### src/rtl/hfr_pkg.sv
package hfr_pkg;
  localparam int LFSR_W = 16;
  // taps 16,14,13,11 -> state bits 15,13,12,10
  localparam logic [LFSR_W-1:0] LFSR_TAPS = 16'hB400;

  typedef enum logic [1:0] {
    PH_IDLE  = 2'd0,
    PH_FLAG  = 2'd1,
    PH_SHIFT = 2'd2
  } phase_t;
endpackage

### src/rtl/hfr_lfsr.sv
module hfr_lfsr
  import hfr_pkg::*;
#(
  parameter int W = LFSR_W,
  parameter logic [W-1:0] TAPS = LFSR_TAPS
) (
  input  logic         clk,
  input  logic         rst_n,
  input  logic         load,
  input  logic [W-1:0] load_val,
  input  logic         step,
  output logic         out_bit,
  output logic [W-1:0] state
);
  logic [W-1:0] state_q;
  logic         fb;

  assign fb      = ^(state_q & TAPS);
  assign out_bit = state_q[W-1];
  assign state   = state_q;

  always_ff @(posedge clk or negedge rst_n) begin
    if (!rst_n)     state_q <= W'(1);
    else if (load)  state_q <= load_val;
    else if (step)  state_q <= {state_q[W-2:0], fb};
  end

  // a paused register keeps its state
  a_r6_pause_keeps: assert property (@(posedge clk) disable iff (!rst_n)
    (!load && !step) |=> $stable(state_q));
  // maximal-length register loaded with a nonzero seed never reaches zero
  a_r3_never_zero: assert property (@(posedge clk) disable iff (!rst_n)
    state_q != '0);
endmodule

### src/rtl/hfr_block_seq.sv
module hfr_block_seq
  import hfr_pkg::*;
#(
  parameter int BLK_LEN  = 8,
  parameter int CUBE_LEN = 64
) (
  input  logic clk,
  input  logic rst_n,
  input  logic start,
  input  logic lfsr_bit,
  input  logic scan_ready,
  output logic lfsr_load,
  output logic lfsr_step,
  output logic scan_en,
  output logic scan_si,
  output logic busy,
  output logic done
);
  localparam int NBLK = CUBE_LEN / BLK_LEN;
  localparam int BW   = (BLK_LEN > 1) ? $clog2(BLK_LEN) : 1;
  localparam int KW   = (NBLK > 1) ? $clog2(NBLK) : 1;

  phase_t        phase_q;
  logic [BW-1:0] bit_q;
  logic [KW-1:0] blk_q;
  logic          flag_q, held_q, done_q;
  logic          beat, last_bit, last_blk, idle;

  assign idle      = (phase_q == PH_IDLE);
  assign last_bit  = (bit_q == BW'(BLK_LEN - 1));
  assign last_blk  = (blk_q == KW'(NBLK - 1));
  assign scan_en   = (phase_q == PH_SHIFT);
  assign beat      = scan_en && scan_ready;
  assign scan_si   = flag_q ? lfsr_bit : held_q;
  assign lfsr_load = idle && start;
  assign lfsr_step = (phase_q == PH_FLAG) || (beat && flag_q);
  assign busy      = !idle;
  assign done      = done_q;

  always_ff @(posedge clk or negedge rst_n) begin
    if (!rst_n) begin
      phase_q <= PH_IDLE;
      bit_q   <= '0;
      blk_q   <= '0;
      flag_q  <= 1'b0;
      held_q  <= 1'b0;
      done_q  <= 1'b0;
    end else begin
      done_q <= 1'b0;
      unique case (phase_q)
        PH_IDLE: if (start) begin
          phase_q <= PH_FLAG;
          blk_q   <= '0;
          held_q  <= 1'b0;
          flag_q  <= 1'b0;
        end
        PH_FLAG: begin
          flag_q  <= lfsr_bit;
          bit_q   <= '0;
          phase_q <= PH_SHIFT;
        end
        PH_SHIFT: if (scan_ready) begin
          held_q <= scan_si;
          if (last_bit) begin
            if (last_blk) begin
              phase_q <= PH_IDLE;
              done_q  <= 1'b1;
            end else begin
              phase_q <= PH_FLAG;
              blk_q   <= blk_q + KW'(1);
            end
          end else begin
            bit_q <= bit_q + BW'(1);
          end
        end
        default: phase_q <= PH_IDLE;
      endcase
    end
  end

  // an idle start makes the block busy
  a_r2_start_busy: assert property (@(posedge clk) disable iff (!rst_n)
    (start && !busy) |=> busy);
  // a finished block is followed by a flag cycle, not a beat
  a_r4_flag_gap: assert property (@(posedge clk) disable iff (!rst_n)
    (beat && last_bit) |=> !scan_en);
  // inside a hold block the bit repeats
  a_r6_hold_steady: assert property (@(posedge clk) disable iff (!rst_n)
    (beat && !flag_q && !last_bit) |=> (scan_si == $past(scan_si)));
  // a stalled beat stays offered and unchanged
  a_r8_stall_stable: assert property (@(posedge clk) disable iff (!rst_n)
    (scan_en && !scan_ready) |=> (scan_en && $stable(scan_si)));
  // done is a single pulse while idle
  a_r9_done_pulse: assert property (@(posedge clk) disable iff (!rst_n)
    done |=> !done);
  a_r9_done_idle: assert property (@(posedge clk) disable iff (!rst_n)
    done |-> (!busy && !scan_en));
endmodule

### src/rtl/hfr_scan_expander.sv
module hfr_scan_expander
  import hfr_pkg::*;
#(
  parameter int BLK_LEN  = 8,
  parameter int CUBE_LEN = 64
) (
  input  logic              clk,
  input  logic              rst_n,
  input  logic              seed_load,
  input  logic [LFSR_W-1:0] seed_data,
  input  logic              start,
  output logic              busy,
  output logic              done,
  output logic              scan_si,
  output logic              scan_en,
  input  logic              scan_ready
);
  logic [LFSR_W-1:0] seed_q;
  logic [LFSR_W-1:0] lfsr_state;
  logic              lfsr_bit, lfsr_load, lfsr_step;

  always_ff @(posedge clk or negedge rst_n) begin
    if (!rst_n)                  seed_q <= LFSR_W'(1);
    else if (seed_load && !busy) seed_q <= (seed_data == '0) ? LFSR_W'(1) : seed_data;
  end

  hfr_lfsr #(.W(LFSR_W), .TAPS(LFSR_TAPS)) u_lfsr (
    .clk      (clk),
    .rst_n    (rst_n),
    .load     (lfsr_load),
    .load_val (seed_q),
    .step     (lfsr_step),
    .out_bit  (lfsr_bit),
    .state    (lfsr_state)
  );

  hfr_block_seq #(.BLK_LEN(BLK_LEN), .CUBE_LEN(CUBE_LEN)) u_seq (
    .clk        (clk),
    .rst_n      (rst_n),
    .start      (start),
    .lfsr_bit   (lfsr_bit),
    .scan_ready (scan_ready),
    .lfsr_load  (lfsr_load),
    .lfsr_step  (lfsr_step),
    .scan_en    (scan_en),
    .scan_si    (scan_si),
    .busy       (busy),
    .done       (done)
  );

  // the stored seed is never zero
  a_r1_seed_nonzero: assert property (@(posedge clk) disable iff (!rst_n)
    seed_q != '0);
  // seed is frozen while a cube runs
  a_r1_seed_frozen: assert property (@(posedge clk) disable iff (!rst_n)
    busy |=> $stable(seed_q));
  // a start loads the register with the stored seed
  a_r2_seed_copied: assert property (@(posedge clk) disable iff (!rst_n)
    (start && !busy) |=> (lfsr_state == $past(seed_q)));
endmodule

### config.mk
export PLATFORM = sky130hd
export DESIGN_NAME = hfr_scan_expander
export DESIGN_NICKNAME = d
export VERILOG_FILES = /design/src/rtl/hfr_pkg.sv /design/src/rtl/hfr_lfsr.sv /design/src/rtl/hfr_block_seq.sv /design/src/rtl/hfr_scan_expander.sv
export SDC_FILE = /design/constraint.sdc
export NUM_CORES = 1
export LEC_CHECK = 0
export ABC_AREA = 0
export BUFFER_PORTS_ARGS = -buffer_cell sky130_fd_sc_hd__clkbuf_2
export CORE_ASPECT_RATIO = 0.8
export CORE_UTILIZATION = 45
export DETAILED_ROUTE_END_ITERATION = 8
export PLACE_DENSITY = 0.7
export SLEW_MARGIN = 30
export SYNTH_ARGS = -nofsm -noshare
export SYNTH_HDL_FRONTEND = slang
export SYNTH_SLANG_ARGS = --single-unit
export TNS_END_PERCENT = 100
### constraint.sdc
create_clock -name clk -period 1.8 [get_ports clk]
set_clock_uncertainty 0.2 [all_clocks]
set_input_delay 0.27 -clock clk [delete_from_list [all_inputs] [get_ports clk]]
set_output_delay 0.27 -clock clk [all_outputs]
set_load 0.02 [all_outputs]
==> metrics.md, run 1 <==
| Metric | Value |
|---|---|
| Multi-input logic area | `916 µm²` |
| Layout Nets | `239` |
| WL per Instance | `15.4 µm` |
| Number of global-route vias before repair | `1473` |
| H-tree depth | `2` |
| Tot Pwr | `4.03 mW` |
| Element type at the critical path start | `flip-flop` |
| Syn Inst Count | `174` |
| Total die area | `4900 µm²` |
| Worst EP required | `1780 ps` |
| Post-Syn Area | `2080 µm²` |
| Post-synth EDFFs | `0` |
| Routed WL | `4180 µm` |
| Sequential cell area | `1080 µm²` |
| Port bufs | `24` |
| Post-route ant nets | `0` |
| Routability congestion estimate | `0.794` |
| Total grt overflow | `0` |
| Critical setup path kind | `reg -> reg` |
| Final hold violations | `0` |
| Synth Flop Type | `dfrtp_1` |
| Final Cycle Share | `98.1%` |
| Worst Max-Slew Pin Slew | `542 ps` |
| Power Density | `1620 nW/µm²` |
| CP max FO | `2` |
| Fraction of registers with async set/reset | `100%` |
| Cell accounting for the most synthesized area | `dfrtp_1` |
| Fmax | `0.566 GHz` |
| Max cap viols | `0` |
| Cell family with most CP delay | `flip-flops` |
| Cts bufs inserted | `5` |
| Final Max Slew Viols | `0` |
| Largest net degree at the start of global routing | `44` |
| Post-place setup slack | `6.33 ps` |
| RSZ-0062 raised after global routing | `yes` |
| Synth cell types | `39` |
| Leakage | `1.09 nW` |
| Clk sinks | `43` |
| Final instance area | `2490 µm²` |
| Worst hold path class | `in -> reg` |
| VDD IR max | `0.755 mV` |
| Row count | `21` |
| First-pass DRT Iterations | `4` |
| Yosys warns | `0` |
| Largest cells by area after synthesis | `dfrtp_1, mux2i_1, mux2_1` |
| Vias per cell | `5.42` |
| Post-synth top area share | `49.3%` |
| Slowest CP cell | `dfrtp_1` |
| Die height | `62.8 µm` |
| Synth-to-Final Area Change | `19.8%` |
| Root buf cell | `clkbuf_8` |
| Critical path arrival | `1750 ps` |
| GRT Total Usage | `19.0%` |
| Fill count | `359` |
| Commonest cells in the netlist | `dfrtp_1, mux2i_1, nand3_1` |
| Final WS setup | `33.3 ps` |
| Final Setup Violations | `0` |
| I/O Pins | `25` |
| First-pass GRT wire length | `7040 µm` |
| CP peak stage delay | `390 ps` |
| Placeable core area | `4310 µm²` |
| Crit path cell chain | `ha_2, ha_4, nand4b_1, a21oi_2, mux2_4` |
| Skew-Pair Late Insertion Delay | `290 ps` |
| Max clock buf depth | `2` |
| # DRC | `0` |
| Worst setup EP type | `flip-flop` |
| FF+latch count, synth | `43` |
| Most frequent cell after synthesis | `dfrtp_1` |
| ANT cells | `0` |
| Syn Area/Cell | `12.0 µm²` |
| Initial DRC Count | `79` |
| WHS | `10.8 ps` |
| CTS tree | `done` |
| Fin crit period | `1770 ps` |
| Clock slew at reported path FFs | `80 ps` |
| Sequential share of the synthesized area | `51.8%` |
| Slew HR | `63.9%` |
| Layout cells sized above 1 | `32.6%` |
| TNS Setup | `0 ps` |
| Via count | `1475` |
| Placed inst area | `2310 µm²` |
| Buf/Inv on CP | `0` |
| Initial Util | `48.3%` |
| Outcome | `completed` |
| Initial antenna violation count | `0` |
| Syn nets | `199` |
| DPL Wire Length | `2900 µm` |
| Die X | `78.1 µm` |
[path summary, 6_finish.rpt]
path,startpoint,end,slack [ps],cells after the start
worst max-delay path,u_seq.blk_q[1],u_seq.blk_q[0],30,5
worst min-delay path,seed_data[10],seed_q[10],10,2
worst max register to register,u_seq.blk_q[1],u_seq.blk_q[0],30,5
worst min register to register,seed_q[11],seed_q[11],300,1
max in group asynchronous,rst_n,u_seq.phase_q[1],620,3
min in group asynchronous,rst_n,u_seq.blk_q[0],380,3
[metrics by stage]
step	utilization [%]	instances
after global routing	57.9	272
after global placement	53.5	257
after CTS	57.0	270
after detailed placement	53.5	257
after floorplan	-	174
final	57.9	272
[layout by cell type (no fill, tap or decap), types with 3 or more instances in the layout]
cell and instances:
dfrtp_1 39, o21ai_1 6, inv_1 6, mux2i_1 17
o21ai_0 9, xnor2_1 3, a21oi_1 5, nor2_1 3
clkbuf_8 5, mux2_1 8, nor4_1 4, clkbuf_2 24
mux2_2 8, nand3_1 15, nand2_1 6, o2bb2ai_1 3
buf_4 15
[repair_timing]
action / CTS / global route
hold buffers: 2 / 0
endpoints found under the hold margin: 42 / 0
resized for setup: 2 / 5
pin swaps: 0 / 2
setup buffers: 3 / 2
setup endpoints to repair: 2 / 6
[registers in the layout (all words and copies together) (netlist names)]
| signal | cells |
|---|---|
| u_seq.bit_q | 3 |
| u_lfsr.state | 16 |
| u_seq.done | 1 |
| seed_q | 16 |
| u_seq.flag_q | 1 |
| u_seq.blk_q | 3 |
| u_seq.phase_q | 2 |
| u_seq.held_q | 1 |
[power breakdown]
group | internal (mW) | switching, mW | leakage (nW) | total [mW]
clock | 0.415 | 0.311 | 0.0524 | 0.726
combinational | 0.812 | 0.782 | 0.510 | 1.59
sequential | 1.41 | 0.300 | 0.531 | 1.71
[kinds of logic (layout without fill, tap and decap cells)]
| family | Yosys count | in the layout | synth area share, % |
|---|---|---|---|
| DFF | 43 | 43 | 51.8 |
| xor gates and xnor gates | 3 | 3 | 1.26 |
| buffers and inverters | 17 | 58 | 5.23 |
| AOI/OAI and AO/OA | 32 | 32 | 9.86 |
| muxes | 34 | 34 | 17.4 |
| adders and majority gates | 4 | 4 | 2.40 |
| and+or+nand+nor | 41 | 41 | 12.1 |
[final cells by class]
cell class	instances	area share, %
Sequential cell	43	43.4
Timing Repair Buffer	43	11.7
Clock inverter	1	1.20
Clock buffer	7	3.06
Tap cell	57	2.86
Multi-Input combinational cell	114	36.7
Inverter	7	1.05
[layer usage]
metal / up-vias / wire length, µm / global-route usage, %
li1: 715 / - / -
met3: 4 / 117 / 4.82
met2: 21 / 2000 / 29.7
met4: 0 / 36 / 4.86
met1: 735 / 2030 / 26.2
met5: - / 0 / 0
Note: power is estimated with default switching activity, not from simulation.
==> run 2: changes to the inputs <==
Settings changed: PLACE_DENSITY 0.7 to 0.71.
==> run 2 against run 1 <==
  * Critical path depth unchanged
  * Hold slack better by 5.9 ps
  * First-iteration DRC count up 65%
  * Global-route usage is 0.24 points lower
  * Routed wire length is 1.9% lower
  * Clock power shrank 18%
  * Via count increased by 1.3%
  * Flip-flop and latch count unchanged
  * Utilization down 0.44 points
  * Maximum frequency fell by 0.69%
  * Critical path type unchanged
  * Highest routed layer unchanged
==> metrics.md, run 2 (same netlist as run 1, synthesis figures left out) <==
| Metric | Value |
|---|---|
| Initial antenna violation count | `0 (unchanged)` |
| Element type at the critical path start | `flip-flop` |
| Worst EP required | `1770 ps (about the same)` |
| Initial DRC Count | `130 (+65%)` |
| Clk sinks | `43 (unchanged)` |
| Slowest CP cell | `dfrtp_1` |
| Total grt overflow | `0 (unchanged)` |
| CTS tree | `done` |
| First-pass GRT wire length | `7160 µm (+1.6%)` |
| CP max FO | `3 (+1)` |
| Fill count | `399 (+11%)` |
| Post-route ant nets | `0 (unchanged)` |
| Critical setup path kind | `reg -> reg` |
| Worst Max-Slew Pin Slew | `420 ps (-122 ps)` |
| Total die area | `4900 µm² (unchanged)` |
| Initial Util | `48.3% (unchanged)` |
| Critical path arrival | `1750 ps (about the same)` |
| Leakage | `1.09 nW (about the same)` |
| VDD IR max | `0.716 mV (-5.2%)` |
| Tot Pwr | `3.87 mW (-4.0%)` |
| Port bufs | `24 (unchanged)` |
| Final Setup Violations | `0 (unchanged)` |
| Final hold violations | `0 (unchanged)` |
| Clock slew at reported path FFs | `80 ps (about the same)` |
| Layout Nets | `240 (+0.42%)` |
| Dpl cells | `259 (+0.78%)` |
| Post-place setup slack | `19.9 ps (+13.6 ps)` |
| Slew HR | `71.8% (+7.9 points)` |
| GRT Total Usage | `18.7% (-0.24 points)` |
| Final Max Slew Viols | `0 (unchanged)` |
| Die height | `62.8 µm (unchanged)` |
| TNS Setup | `0 ps (unchanged)` |
| Worst hold path class | `in -> reg` |
| CP peak stage delay | `400 ps (about the same)` |
| WL per Instance | `15.0 µm (-2.3%)` |
| Final WS setup | `21.0 ps (-12.3 ps)` |
| Most frequent cells in the layout | `dfrtp_1, clkbuf_2, mux2i_1` |
| WHS | `16.6 ps (+5.88 ps)` |
| Die X | `78.1 µm (unchanged)` |
| Worst setup EP type | `flip-flop` |
| Commonest non-fill, non-tap cell in the layout | `dfrtp_1` |
| Worst reg-to-reg path cell count | `5 (unchanged)` |
| Root buf cell | `clkbuf_8` |
| ANT cells | `0 (unchanged)` |
| Crit path cell chain | `ha_2, ha_4, nand4b_1, a21oi_2, mux2_1` |
| Placeable core area | `4310 µm² (unchanged)` |
| Largest net degree at the start of global routing | `30 (-32%)` |
| Worst setup path end | `u_seq.blk_q[0]` |
| Max cap viols | `0 (unchanged)` |
| Power Density | `1560 nW/µm² (-3.3%)` |
| Final Cycle Share | `98.8% (+0.68 points)` |
| CP startpoint | `u_seq.blk_q[0]` |
| Outcome | `completed` |
| # DRC | `0 (unchanged)` |
| Reg2reg end | `u_seq.blk_q[0]` |
| RSZ-0062 raised after global routing | `yes` |
| FF-to-FF Start | `u_seq.blk_q[0]` |
| Number of global-route vias before repair | `1427 (-3.1%)` |
| Max clock buf depth | `2 (unchanged)` |
| Fmax | `0.562 GHz (-0.69%)` |
| Synth-to-Final Area Change | `18.9%` |
| First-pass DRT Iterations | `4 (unchanged)` |
| Via count | `1494 (+1.3%)` |
| Final std cells w/o fill | `273 (+0.37%)` |
| H-tree depth | `2 (unchanged)` |
| Skew-Pair Late Insertion Delay | `290 ps (about the same)` |
| DPL Wire Length | `2870 µm (-1.1%)` |
| I/O Pins | `25 (unchanged)` |
| Layout cells sized above 1 | `33.3% (+0.78 points)` |
| Vias per cell | `5.47 (+0.92%)` |
| Fin crit period | `1780 ps (+12.3 ps)` |
| Routability congestion estimate | `0.779 (-1.9%)` |
| Routed WL | `4100 µm (-1.9%)` |
| R2R Setup Slk | `20 ps (about the same)` |
| Row count | `21 (unchanged)` |
| Cts bufs inserted | `5 (unchanged)` |
[run 2: cell types whose count changed in the layout (fill, tap and decap cells not counted)]
cell / before / now
mux2_1: 8 / 9
mux2_4: 1 / 0
bufinv_16: 1 / 0
clkinv_2: 0 / 3
clkbuf_1: 2 / 0
buf_4: 15 / 16
[run 2: layer usage]
| layer | share of wire [%] | global-route usage (%) |
|---|---|---|
| met3 | 2.8 | 4.53 |
| met1 | 52 | 28.6 |
| met5 | 0 | 0 |
| met2 | 44 | 26.6 |
| met4 | 0.46 | 4.17 |
[run 2: stage by stage]
step / cell area [µm²] / util, %
3_3_place_gp: 2320 / 53.9
2_1_floorplan: 2080 / -
5_1_grt: 2470 / 57.4
4_1_cts: 2430 / 56.3
6_report: 2470 / 57.4
3_5_place_dp: 2320 / 53.9
[run 2: area by class of cell]
class | count | area, µm² | share of cell area [%]
sequential | 43 | 1080 | 43.7
multi-input combinational | 114 | 912 | 36.9
tap | 57 | 71.3 | 2.88
clock buffer | 5 | 68.8 | 2.78
timing repair buffer | 44 | 300 | 12.1
inverter | 7 | 26.3 | 1.06
clock inverter | 3 | 15.0 | 0.607
[run 2: power by group]
| part | leakage [nW] | switching (mW) | internal [mW] | total (mW) |
|---|---|---|---|---|
| clock network | 0.0477 | 0.329 | 0.266 | 0.595 |
| logic | 0.514 | 0.751 | 0.799 | 1.55 |
| registers | 0.531 | 0.312 | 1.41 | 1.73 |
[run 2: repair_timing]
action	4_1_cts	5_1_grt
cloned	0	0
resized for setup	2	4
endpoints found under the hold margin	15	0
pin swaps	0	2
hold buffers	2	0
buffers inserted	0	4
setup endpoints to repair	2	8
[run 2: critical path: cells and delay by family (launching register included)]
family	cells	cell delay (ps)
DFF	1	400
adders and majority gates	2	340
muxes	1	330
AOI/OAI and AO/OA	1	200
and+or+nand+nor	1	190
[run 2: worst min path at each step]
stage | slack [ps] | depth (start not counted) | from | to
3_3_place_gp | 30 | 1 | rst_n | u_seq.blk_q[0]
3_5_place_dp | 20 | 1 | rst_n | u_seq.blk_q[1]
2_1_floorplan | -230 | 0 | rst_n | seed_q[10]
4_1_cts | 10 | 2 | seed_data[10] | seed_q[10]
5_1_grt | 20 | 2 | seed_data[15] | seed_q[15]
6_report | 20 | 2 | seed_data[10] | seed_q[10]
==> run 3: changes to the inputs <==
Settings changed: PLACE_DENSITY 0.71 to 0.76.
==> run 3 against run 2 <==
  * Count of clock-buffer cells in the layout increased by 2
  * Highest routed layer unchanged
  * Routed wire length grew 0.68%
  * Final cell count increased by 0.37%
  * Critical path depth is the same
  * Non-clock buffer count rose by 1
  * Via count shrank 0.60%
  * Power is 1.8% higher
  * Clock power decreased by 2%
==> metrics.md, run 3 (same netlist as run 1, synthesis figures left out) <==
| Metric | Value |
|---|---|
| Clk sinks | `43 (unchanged)` |
| Die X | `78.1 µm (unchanged)` |
| Element type at the critical path start | `flip-flop` |
| Total die area | `4900 µm² (unchanged)` |
| Dpl cells | `257 (-0.77%)` |
| Outcome | `completed` |
| First-pass GRT wire length | `6980 µm (-2.5%)` |
| Root buf cell | `clkbuf_8` |
| Crit path cell chain | `ha_2, ha_4, nand4b_1, a21oi_2, mux2_4` |
| Largest net degree at the start of global routing | `44 (+47%)` |
| Final hold violations | `0 (unchanged)` |
| # DRC | `0 (unchanged)` |
| Max clock buf depth | `2 (unchanged)` |
| CTS tree | `done` |
| Vias per cell | `5.42 (-0.97%)` |
| Fill count | `386 (-3.3%)` |
| DPL Wire Length | `2760 µm (-3.9%)` |
| Final Cycle Share | `97.4% (-1.4 points)` |
| Port bufs | `24 (unchanged)` |
| WL per Instance | `15.1 µm (+0.32%)` |
| Initial Util | `48.3% (unchanged)` |
| VDD IR max | `0.723 mV (+1.0%)` |
| Max cap viols | `0 (unchanged)` |
| Leakage | `1.10 nW (+0.48%)` |
| Post-route ant nets | `0 (unchanged)` |
| Number of global-route vias before repair | `1418 (-0.63%)` |
| ANT cells | `0 (unchanged)` |
| Cts bufs inserted | `5 (unchanged)` |
| Worst Max-Slew Pin Slew | `468 ps (+48.0 ps)` |
| Final Setup Violations | `0 (unchanged)` |
| Commonest non-fill, non-tap cell in the layout | `dfrtp_1` |
| Routed WL | `4130 µm (+0.68%)` |
| I/O Pins | `25 (unchanged)` |
| Clock slew at reported path FFs | `80 ps (about the same)` |
| RSZ-0062 raised after global routing | `yes` |
| TNS Setup | `0 ps (unchanged)` |
| CP max FO | `3 (unchanged)` |
| First-pass DRT Iterations | `4 (unchanged)` |
| Slew HR | `68.5% (-3.2 points)` |
| Buf/Inv on CP | `0 (unchanged)` |
| CP peak stage delay | `400 ps (about the same)` |
| Power Density | `1560 nW/µm² (about the same)` |
| Row count | `21 (unchanged)` |
| Critical path arrival | `1740 ps (about the same)` |
| Routability congestion estimate | `0.746 (-4.3%)` |
| Worst EP required | `1780 ps (about the same)` |
| Fin crit period | `1750 ps (-25.0 ps)` |
| Final std cells w/o fill | `274 (+0.37%)` |
| Total grt overflow | `0 (unchanged)` |
| Most frequent cells in the layout | `dfrtp_1, clkbuf_2, mux2i_1` |
| Initial DRC Count | `82 (-37%)` |
| Die height | `62.8 µm (unchanged)` |
| Worst setup EP type | `flip-flop` |
| Final Max Slew Viols | `0 (unchanged)` |
| Critical setup path kind | `reg -> reg` |
| GRT Total Usage | `18.4% (-0.27 points)` |
| Via count | `1485 (-0.60%)` |
| Synth-to-Final Area Change | `21.1%` |
| H-tree depth | `2 (unchanged)` |
| Placeable core area | `4310 µm² (unchanged)` |
| Tot Pwr | `3.94 mW (+1.8%)` |
| Slowest CP cell | `dfrtp_1` |
| Skew-Pair Late Insertion Delay | `290 ps (about the same)` |
| Fmax | `0.570 GHz (+1.4%)` |
| Worst hold path class | `in -> reg` |
| Initial antenna violation count | `0 (unchanged)` |
| Layout cells sized above 1 | `34.6% (+1.2 points)` |
| Layout Nets | `241 (+0.42%)` |
| Cell family with most CP delay | `flip-flops` |
[run 3: cell count changes in the layout (fill, tap and decap cells not counted)]
cell / change
clkbuf_1: +2
mux2_1: -1
ha_4: +1
ha_1: -1
mux2_4: +1
clkinv_2: -2
nor4b_2: +1
nor4b_1: -1
nor4bb_1: -1
buf_12: +1
nor4bb_2: +1
[run 3: final cells by class]
class | instances | area [µm²] | area share [%]
Clock buffer | 7 | 76.3 | 3.03
Clock inverter | 1 | 5.00 | 0.199
Inverter | 7 | 26.3 | 1.04
Multi-Input combinational cell | 114 | 941 | 37.3
Sequential cell | 43 | 1080 | 42.9
Tap cell | 57 | 71.3 | 2.83
Timing Repair Buffer | 45 | 320 | 12.7
[run 3: where the power goes]
part,leakage [nW],internal (mW),switching [mW]
clock,0.0422,0.272,0.313
sequential,0.531,1.41,0.292
combinational,0.525,0.864,0.784
[run 3: per-layer routing]
layer  vias up  GRT usage (%)  routed length (µm)
met5         -              0                   0
met3         5           4.38                 107
li1        725              -                   -
met4         0           6.94                  55
met1       737           27.0                2120
met2        18           26.3                1840
[run 3: per-stage QoR]
step           cell area [µm²]  utilization, %  hold slack, ps  setup slack, ps
6_report                  2520            58.5            10.7             46.0
5_1_grt                   2520            58.5            3.35            -50.3
2_1_floorplan             2080               -            -226             3.79
3_3_place_gp              2320            53.8            69.3             47.5
4_1_cts                   2440            56.6            3.55             5.71
3_5_place_dp              2320            53.8            67.4             12.4
[run 3: repair_timing]
action                                  4_1_cts  5_1_grt
buffers inserted                              2        5
resized for setup                             2        9
hold buffers                                  2        0
pin swaps                                     0        2
hold endpoints to repair                     44        0
endpoints found under the setup margin        2        6
[run 3: worst paths after layout]
check | startpoint | endpoint | cells past startpoint | slack, ps
worst min-delay path | seed_data[12] | seed_q[12] | 2 | 10
worst max register to register | u_seq.blk_q[0] | u_seq.blk_q[0] | 5 | 50
worst min register to register | seed_q[14] | seed_q[14] | 1 | 290
worst max-delay path | u_seq.blk_q[0] | u_seq.blk_q[0] | 5 | 50
max in group asynchronous | rst_n | seed_q[0] | 3 | 850
min in group asynchronous | rst_n | seed_q[15] | 3 | 280
